[config.mk]
export PLATFORM = sky130hd
export DESIGN_NAME = bridge_err_unit
export DESIGN_NICKNAME = d
export VERILOG_FILES = /design/src/rtl/bridge_err_unit.sv
export SDC_FILE = /design/constraint.sdc
export NUM_CORES = 1
export LEC_CHECK = 0
export ABC_AREA = 1
export BUFFER_PORTS_ARGS = -buffer_cell sky130_fd_sc_hd__buf_2
export CAP_MARGIN = 20
export CORE_MARGIN = 2
export CORE_UTILIZATION = 45
export DETAILED_ROUTE_END_ITERATION = 7
export PLACE_DENSITY_LB_ADDON = 0.3
export SLEW_MARGIN = 25
export SYNTH_ARGS = -nofsm -noshare
export SYNTH_HDL_FRONTEND = slang
export SYNTH_SLANG_ARGS = --single-unit
[constraint.sdc]
create_clock -name clk -period 3.1 [get_ports clk]
set_clock_uncertainty 0.1 [all_clocks]
set_input_delay 0.93 -clock clk [delete_from_list [all_inputs] [get_ports clk]]
set_output_delay 0.93 -clock clk [all_outputs]
set_load 0.02 [all_outputs]
[src/rtl/bridge_err_unit.sv]
module bridge_err_unit #(
  parameter logic [7:0] CMD_ADDR = 8'h70,
  parameter logic [7:0] STS_ADDR = 8'h71
) (
  input  logic       clk,
  input  logic       rst_n,
  input  logic       cfg_wr,
  input  logic [7:0] cfg_addr,
  input  logic [7:0] cfg_wdata,
  output logic [7:0] cfg_rdata,
  input  logic       glb_serr_en,
  input  logic       glb_par_en,
  input  logic       shut_init_en,
  input  logic       ev_tabort,
  input  logic       ev_wr_perr,
  input  logic       ev_rd_par,
  input  logic       ev_addr_par,
  input  logic       ev_tgt_par,
  input  logic       ev_shutdown,
  output logic       serr_n,
  output logic       perr_n,
  output logic       init_n
);
  localparam logic [7:0] CMD_MASK = 8'hF8;
  localparam logic [7:0] STS_MASK = 8'h71;

  logic [7:0] cmd_q, sts_q;
  logic [7:0] sts_set, sts_clr;
  logic       serr_req, perr_req, init_req;

  assign sts_set  = {1'b0, ev_wr_perr, ev_rd_par, ev_addr_par, 3'b000, ev_shutdown};
  assign sts_clr  = (cfg_wr && cfg_addr == STS_ADDR) ? cfg_wdata : 8'h00;

  assign serr_req = glb_serr_en & ((ev_tabort & cmd_q[7]) | (ev_wr_perr & cmd_q[6]) |
                                   (ev_rd_par & cmd_q[5]) | (ev_addr_par & cmd_q[4]));
  assign perr_req = glb_par_en & cmd_q[3] & (ev_rd_par | ev_tgt_par);
  assign init_req = shut_init_en & ev_shutdown;

  always_ff @(posedge clk or negedge rst_n) begin
    if (!rst_n) begin
      cmd_q  <= 8'h00;
      sts_q  <= 8'h00;
      serr_n <= 1'b1;
      perr_n <= 1'b1;
      init_n <= 1'b1;
    end else begin
      if (cfg_wr && cfg_addr == CMD_ADDR)
        cmd_q <= cfg_wdata & CMD_MASK;
      sts_q  <= ((sts_q & ~sts_clr) | sts_set) & STS_MASK;
      serr_n <= ~serr_req;
      perr_n <= ~perr_req;
      init_n <= ~init_req;
    end
  end

  always_comb begin
    case (cfg_addr)
      CMD_ADDR: cfg_rdata = cmd_q;
      STS_ADDR: cfg_rdata = sts_q;
      default:  cfg_rdata = 8'h00;
    endcase
  end
endmodule


; Word level (Yosys, flattened, before mapping)
; Index checks and enable logic that the tools add are counted.
[op_classes]
add_sub_neg = 0
multipliers = 0
div = 0
magnitude_cmp = 0
n_eq_ne = 2
shift = 0
mux = 2
bitwise = 18
reduce_logical = 2
[op_table]
columns = op, count
row1 = "== test 8 x 7 -> 1 bit, second input constant", 2
row2 = case mux 8 bit (2 select lines), 1
row3 = AND 1 bit, 8
row4 = AND 7 bit, 1
row5 = two-way mux 7 bit, 1
row6 = inverter 7 bit, 1
row7 = OR 7 bit, 1
row8 = OR 1 bit, 4
row9 = inverter 1 bit, 3
row10 = logical AND 1 bit, 2
[totals]
regBits = 12
latchBits = 0
ramBits = 0
mem_bits_ro = 0
inputBits = 28
out_inout_bits = 11
word_cells = 29
mem_count = 0

; Depth between registers and ports, before layout
; Gate-level depths: netlist of run 1.
[depth]
ltp_word = 6
mapped_depth = 6
mapped_depth_nobuf = 6

; Worst setup path before layout of run 1
; No wires, ideal clock.
[synth_timing]
kind = input to output
startpoint = in cfg_addr[7]
endpoint = out cfg_rdata[4]
arrival_time_ns = 1.638
required_ns = 2.070
slack_ns = 0.432
cell_stages = 5
path_buffers = 0
cell_sequence = inv_1 -> nand2_4 -> nor2_8 -> nand2_2 -> o21ai_1
[synth_via]
elab_chain_len = 2
elab_cells_between_ends = 3
classes_between = 2 x eq/ne / 1 x mux
[synth_rtl]
columns = element, line
row1 = "start, declared", 8  ; input logic [7:0] cfg_addr,
row2 = == test 8 x 7 -> 1 bit, 57  ; case (cfg_addr)
row3 = case mux 8 bit (2 select lines) *, 57
row4 = "end, declared", 10  ; output logic [7:0] cfg_rdata,
; Mark *: on every way between the ends. The rest lies on a longest branch, timed or not.

; Worst setup path in the final report of run 1
[layout_timing]
startpoint = in cfg_addr[7]
endpoint = out cfg_rdata[6]
; The elaborated chain is that of the path after synthesis.

==> impl_metrics.ini, run 1 <==
[floorplanning]
io_pins = 39
core_area_mm2 = 0.001350
die_width_um = 42.61
rows = 13
die_y_um = 42.61
dieArea_mm2 = 0.001815
initial_core_util_pct = 49.68

[drt]
drtPass1Iterations = 4
drc = 0
routed_wirelength_mm = 1.344
drtAntennaViolNets = 0
drtIter0Drc = 14
vias_per_cell = 4.895
vias = 651
wl_per_cell_um = 10.11

[critical_path]
crit_type = input port to primary output
cp_max_fo = 10
r2r_setup_slack_ns = 2.22
startpoint_type = input port
r2r.worst_path.cells = 3
endpoint_kind = primary output
arrival_ns = 1.79
cp_data_required_time_ns = 2.07
timing.rr.start = cmd_q[5]$_DFFE_PN0P_
critPathLaunch = cfg_addr[7]
rr_endpoint = serr_n$_DFF_PN1_

[logic_synthesis]
avgSynthCellArea_um2 = 8.280
synth-edff-count = 0
synthFlopType = dfrtp_1
yosys-top-cells-count = inv_1, nand2_1, dfrtp_1, o21ai_1, nand4_1
synthArstFlopShare_pct = 100.0
synth-seq-area-share_pct = 45.34
syn_inst = 81
yosys_warnings = 0
synth_top_area_cell = dfrtp_1
synthTopCellsByArea = dfrtp_1, dfstp_2, inv_1
synth_top_cell_area_share_pct = 33.58
ys_seq_elements = 12
syn-cell-area_um2 = 670.6
ys_types = 21

[timing]
finalMaxSlewViolations = 0
tns_ns = 0
fin_crit_sh_pct = 90.88
rsz0062_at_grt = no
hold_viol = 0
setup_violations = 0
timing.fmax_ghz = 0.3550
min_period_ns = 2.817

[grt]
antenna_found_initial = 0
grtUsageMet1_pct = 19.02
grt_pass1_vias = 598
grt_max_degree = 13
top_usage_layer = met2
grtUsageMet2_pct = 28.62
use_met3_pct = 4.741
grt_first_pass_wirelength_mm = 2.297
grtUsageTotal_pct = 16.68
grt_overflow = 0

[min_path]
hp-start = cmd_q[3]$_DFFE_PN0P_
min_to = perr_n$_DFF_PN1_
hold_depth = 1
min_path_type = flop to flop

[power]
power_mw = 0.3369
powerDensity_mw_per_mm2 = 380.9
peakVddDrop_mv = 0.2531
p_leak_nw = 0.4825

[run]
cap_violations = 0

[cts]
cts-root-buf = clkbuf_4
post-cts-setup-buffers = 0
cts_resized = 0
numCtsBuffers = 3
hold_buffers = 0
htree_num_levels = 1
cts_tree = done
cts_buffer_depth = 2
clk_latency_ns = 0.27
cts_sinks = 12
clkTransAtPathRegs_ns = 0.07

[finish]
drive_above_1_share_pct = 44.92
insertedDiodeCount = 0
area_growth_pct = 31.90
nNetsFinal = 147

[placement]
port_buffers = 34
place_hpwl_mm = 1.122
finalWeightedCongestion = 0.8305

[status]
outcome = finished, final reports clean
-- power breakdown --
part	leakage [nW]	switching (mW)	total, mW	internal (mW)
sequential	0.136	0.00217	0.165	0.162
combinational	0.326	0.0284	0.0479	0.0195
clock	0.0210	0.0531	0.125	0.0715
total	0.482	0.0836	0.337	0.253
-- worst max-delay path by stage --
stage	depth (start not counted)	end
6_report	7	cfg_rdata[6]
5_1_grt	7	cfg_rdata[4]
4_1_cts	7	cfg_rdata[6]
3_5_place_dp	7	cfg_rdata[4]
3_3_place_gp	7	cfg_rdata[5]
2_1_floorplan	5	cfg_rdata[4]
-- flip-flops by register name, summed over array words and instances, names as in the netlist --
signal and flops:
cmd_q 5, sts_q 4, init_n 1, perr_n 1, serr_n 1
-- cell usage in the layout, fill, tap and decap left out, types with 2 or more instances in the layout --
| master | count |
|---|---|
| nor2_1 | 2 |
| nand2_2 | 3 |
| nand3_1 | 3 |
| o21ai_0 | 2 |
| nand2_1 | 17 |
| inv_2 | 2 |
| buf_2 | 34 |
| dfrtp_1 | 9 |
| inv_1 | 17 |
| nor2_4 | 2 |
| clkbuf_4 | 3 |
| o21ai_1 | 7 |
| conb_1 | 2 |
| nand4_1 | 4 |
| dfstp_2 | 3 |
-- logic make-up after synthesis --
logic type / share of synthesized area (%)
compound gates: 10.08
buf+inv: 12.87
flops: 45.34
other cells: 0.5592
simple gates: 31.16
-- worst max-delay path, cell delays in order --
cell	delay, ns
buf_2	0.09
inv_1	0.08
nand2_4	0.07
nor2_8	0.16
nand2_2	0.12
o21ai_1	0.14
buf_2	0.18
-- through the flow --
step / instances / area [um^2] / hold WS (ns) / util (%) / worst slack [ns]
CTS: 133 / 884.6 / 0.3671 / 65.52 / 0.2762
finish: 133 / 884.6 / 0.3623 / 65.52 / 0.2828
global route: 133 / 884.6 / 0.3945 / 65.52 / 0.2146
floorplan: 82 / 674.4 / 0.3347 / - / 0.4316
global placement: 129 / 848.3 / 0.3468 / 62.84 / 0.3053
detailed placement: 129 / 848.3 / 0.3554 / 62.84 / 0.2785
-- cell type report --
class | instances | area [um^2]
multi-input cells | 49 | 284.0
inverters | 19 | 71.32
fillers | 128 | 465.4
repair buffers | 34 | 170.2
well taps | 15 | 18.77
clock buffers | 4 | 36.28
flip-flops and latches | 12 | 304.0
-- metal layers --
metal | wire length [um] | up-vias | part of all wire [%]
met5 | 0 | - | 0
met4 | 20 | 0 | 1.5
met3 | 106 | 4 | 7.9
met2 | 700 | 27 | 52
met1 | 517 | 297 | 38
li1 | - | 323 | -
(Power assumes the default switching activity.)
==> run 2: changes to the inputs <==
- CORE_MARGIN: 2 -> 3
- CORE_UTILIZATION: 45 -> 40
- clock period: 3.1 -> 3.36 ns (I/O delays scaled with it)
==> run 2 against run 1 <==
Net effect: critical path depth stayed put; total power shrank 15%; largest cell class unchanged; combinational power shrank 7.9%; global-route usage shrank 4.0 points; highest routed layer is now met3; design area down 0.99%; worst setup slack gained 0.12 ns; core utilization decreased by 8.7 points; routed wire length rose by 4.2%; die area is 21% higher; final cell count grew 0.75%.
==> impl_metrics.ini, run 2 (synthesis gave the netlist of run 1 again) <==
[cts]
post-cts-setup-buffers = 0
clk_latency_ns = 0.26
cts_tree = done
numCtsBuffers = 3
cts_sinks = 12
htree_num_levels = 1
cts_buffer_depth = 2
clkTransAtPathRegs_ns = 0.07
hold_buffers = 0
cts-root-buf = clkbuf_4
cts_resized = 0

[finish]
nFillCells = 150
final_cell_mix = buf_2, inv_1, nand2_1
drive_above_1_share_pct = 44.07
largest_reg_flops = 5
regMostFlops = cmd_q
insertedDiodeCount = 0
fin_cells = 134
area_growth_pct = 30.60
layout.cells.most_common = buf_2
top_regs = cmd_q: 5 flops, sts_q: 4 flops
nNetsFinal = 147

[drt]
wl_per_cell_um = 10.45
drtPass1Iterations = 2
drtIter0Drc = 5
drtAntennaViolNets = 0
drc = 0
vias = 616
vias_per_cell = 4.597
routed_wirelength_mm = 1.400

[min_path]
min_path_type = flop to flop

[floorplanning]
dieArea_mm2 = 0.002204
die_width_um = 46.95
rows = 14
core_area_mm2 = 0.001541
initial_core_util_pct = 43.51
die_y_um = 46.95
io_pins = 39

[critical_path]
cp_data_required_time_ns = 2.25
timing.rr.start = cmd_q[7]$_DFFE_PN0P_
r2r_setup_slack_ns = 2.50
critPathLaunch = cfg_addr[7]
cp_max_fo = 10
critPathCapture = cfg_rdata[6]
arrival_ns = 1.85
crit_type = input port to primary output
endpoint_kind = primary output
r2r.worst_path.cells = 3
rr_endpoint = serr_n$_DFF_PN1_
startpoint_type = input port

[power]
p_seq_share_pct = 53.2
clkPwrFrac_pct = 31.4
internal_power_mw = 0.2137
power_mw = 0.2856
p_sw_mw = 0.07193
p_sw_share_pct = 25.18
peakVddDrop_mv = 0.2004
powerDensity_mw_per_mm2 = 326.1
combPwrFrac_pct = 15.4
p_leak_nw = 0.4765

[timing]
tns_ns = 0
hold_viol = 0
rsz0062_at_grt = no
setup_violations = 0
finalMaxSlewViolations = 0
timing.fmax_ghz = 0.3379
min_period_ns = 2.960
fin_crit_sh_pct = 88.09

[placement]
place_hpwl_mm = 1.170
finalWeightedCongestion = 0.7479
port_buffers = 34
placedCellCount = 130

[grt]
grt_pass1_vias = 497
antenna_found_initial = 0
grtUsageTotal_pct = 12.71
grt_overflow = 0
grt_max_degree = 13
grt_first_pass_wirelength_mm = 2.001

[run]
cap_violations = 0

[status]
outcome = finished, final reports clean
-- run 2: power groups by stage --
stage          sequential, mW  clock [mW]  combinational, mW
2_1_floorplan           0.156           0             0.0212
3_3_place_gp            0.154           0             0.0435
3_5_place_dp            0.155           0             0.0448
4_1_cts                 0.152      0.0939             0.0448
5_1_grt                 0.153       0.100             0.0490
6_report                0.152      0.0897             0.0441
-- run 2: metrics by stage --
step	utilization, %	worst slack [ns]	instance area, um^2	hold WS (ns)
6_report	56.82	0.4003	875.8	0.3687
5_1_grt	56.82	0.3230	875.8	0.4016
4_1_cts	56.82	0.3931	875.8	0.3730
3_5_place_dp	55.11	0.3928	849.6	0.3548
3_3_place_gp	55.11	0.4004	849.6	0.3484
2_1_floorplan	-	0.5356	674.4	0.3347
-- run 2: worst min-delay path by stage --
stage / from / endpoint / depth (start not counted)
after floorplan: sts_q[0]$_DFF_PN0_ / sts_q[0]$_DFF_PN0_ / 2
after global placement: sts_q[0]$_DFF_PN0_ / sts_q[0]$_DFF_PN0_ / 2
after detailed placement: sts_q[0]$_DFF_PN0_ / sts_q[0]$_DFF_PN0_ / 2
after CTS: sts_q[0]$_DFF_PN0_ / sts_q[0]$_DFF_PN0_ / 2
after global routing: cmd_q[3]$_DFFE_PN0P_ / perr_n$_DFF_PN1_ / 1
final: sts_q[0]$_DFF_PN0_ / sts_q[0]$_DFF_PN0_ / 2
-- run 2: area by class of cell --
type	instances	area (um^2)	area share, %
flip-flops and latches	12	304.0	34.71
well taps	16	20.02	2.286
clock buffers	4	26.28	3.000
repair buffers	34	170.2	19.43
inverters	19	71.32	8.143
multi-input cells	49	284.0	32.43
-- run 2: routing by layer --
| metal | part of all wire, % | track usage, % | routed length [um] | vias up |
|---|---|---|---|---|
| li1 | - | - | - | 323 |
| met1 | 42 | 15.80 | 586 | 277 |
| met2 | 52 | 21.68 | 733 | 16 |
| met3 | 5.7 | 3.448 | 80 | 0 |
| met4 | 0 | 3.315 | 0 | 0 |
| met5 | 0 | 0 | 0 | - |
-- run 2: critical path, stage by stage --
cell and delay [ns]:
buf_2 0.09, inv_1 0.08, nand2_4 0.07, nor2_8 0.17, nand2_2 0.12, o21ai_1 0.14, buf_2 0.18
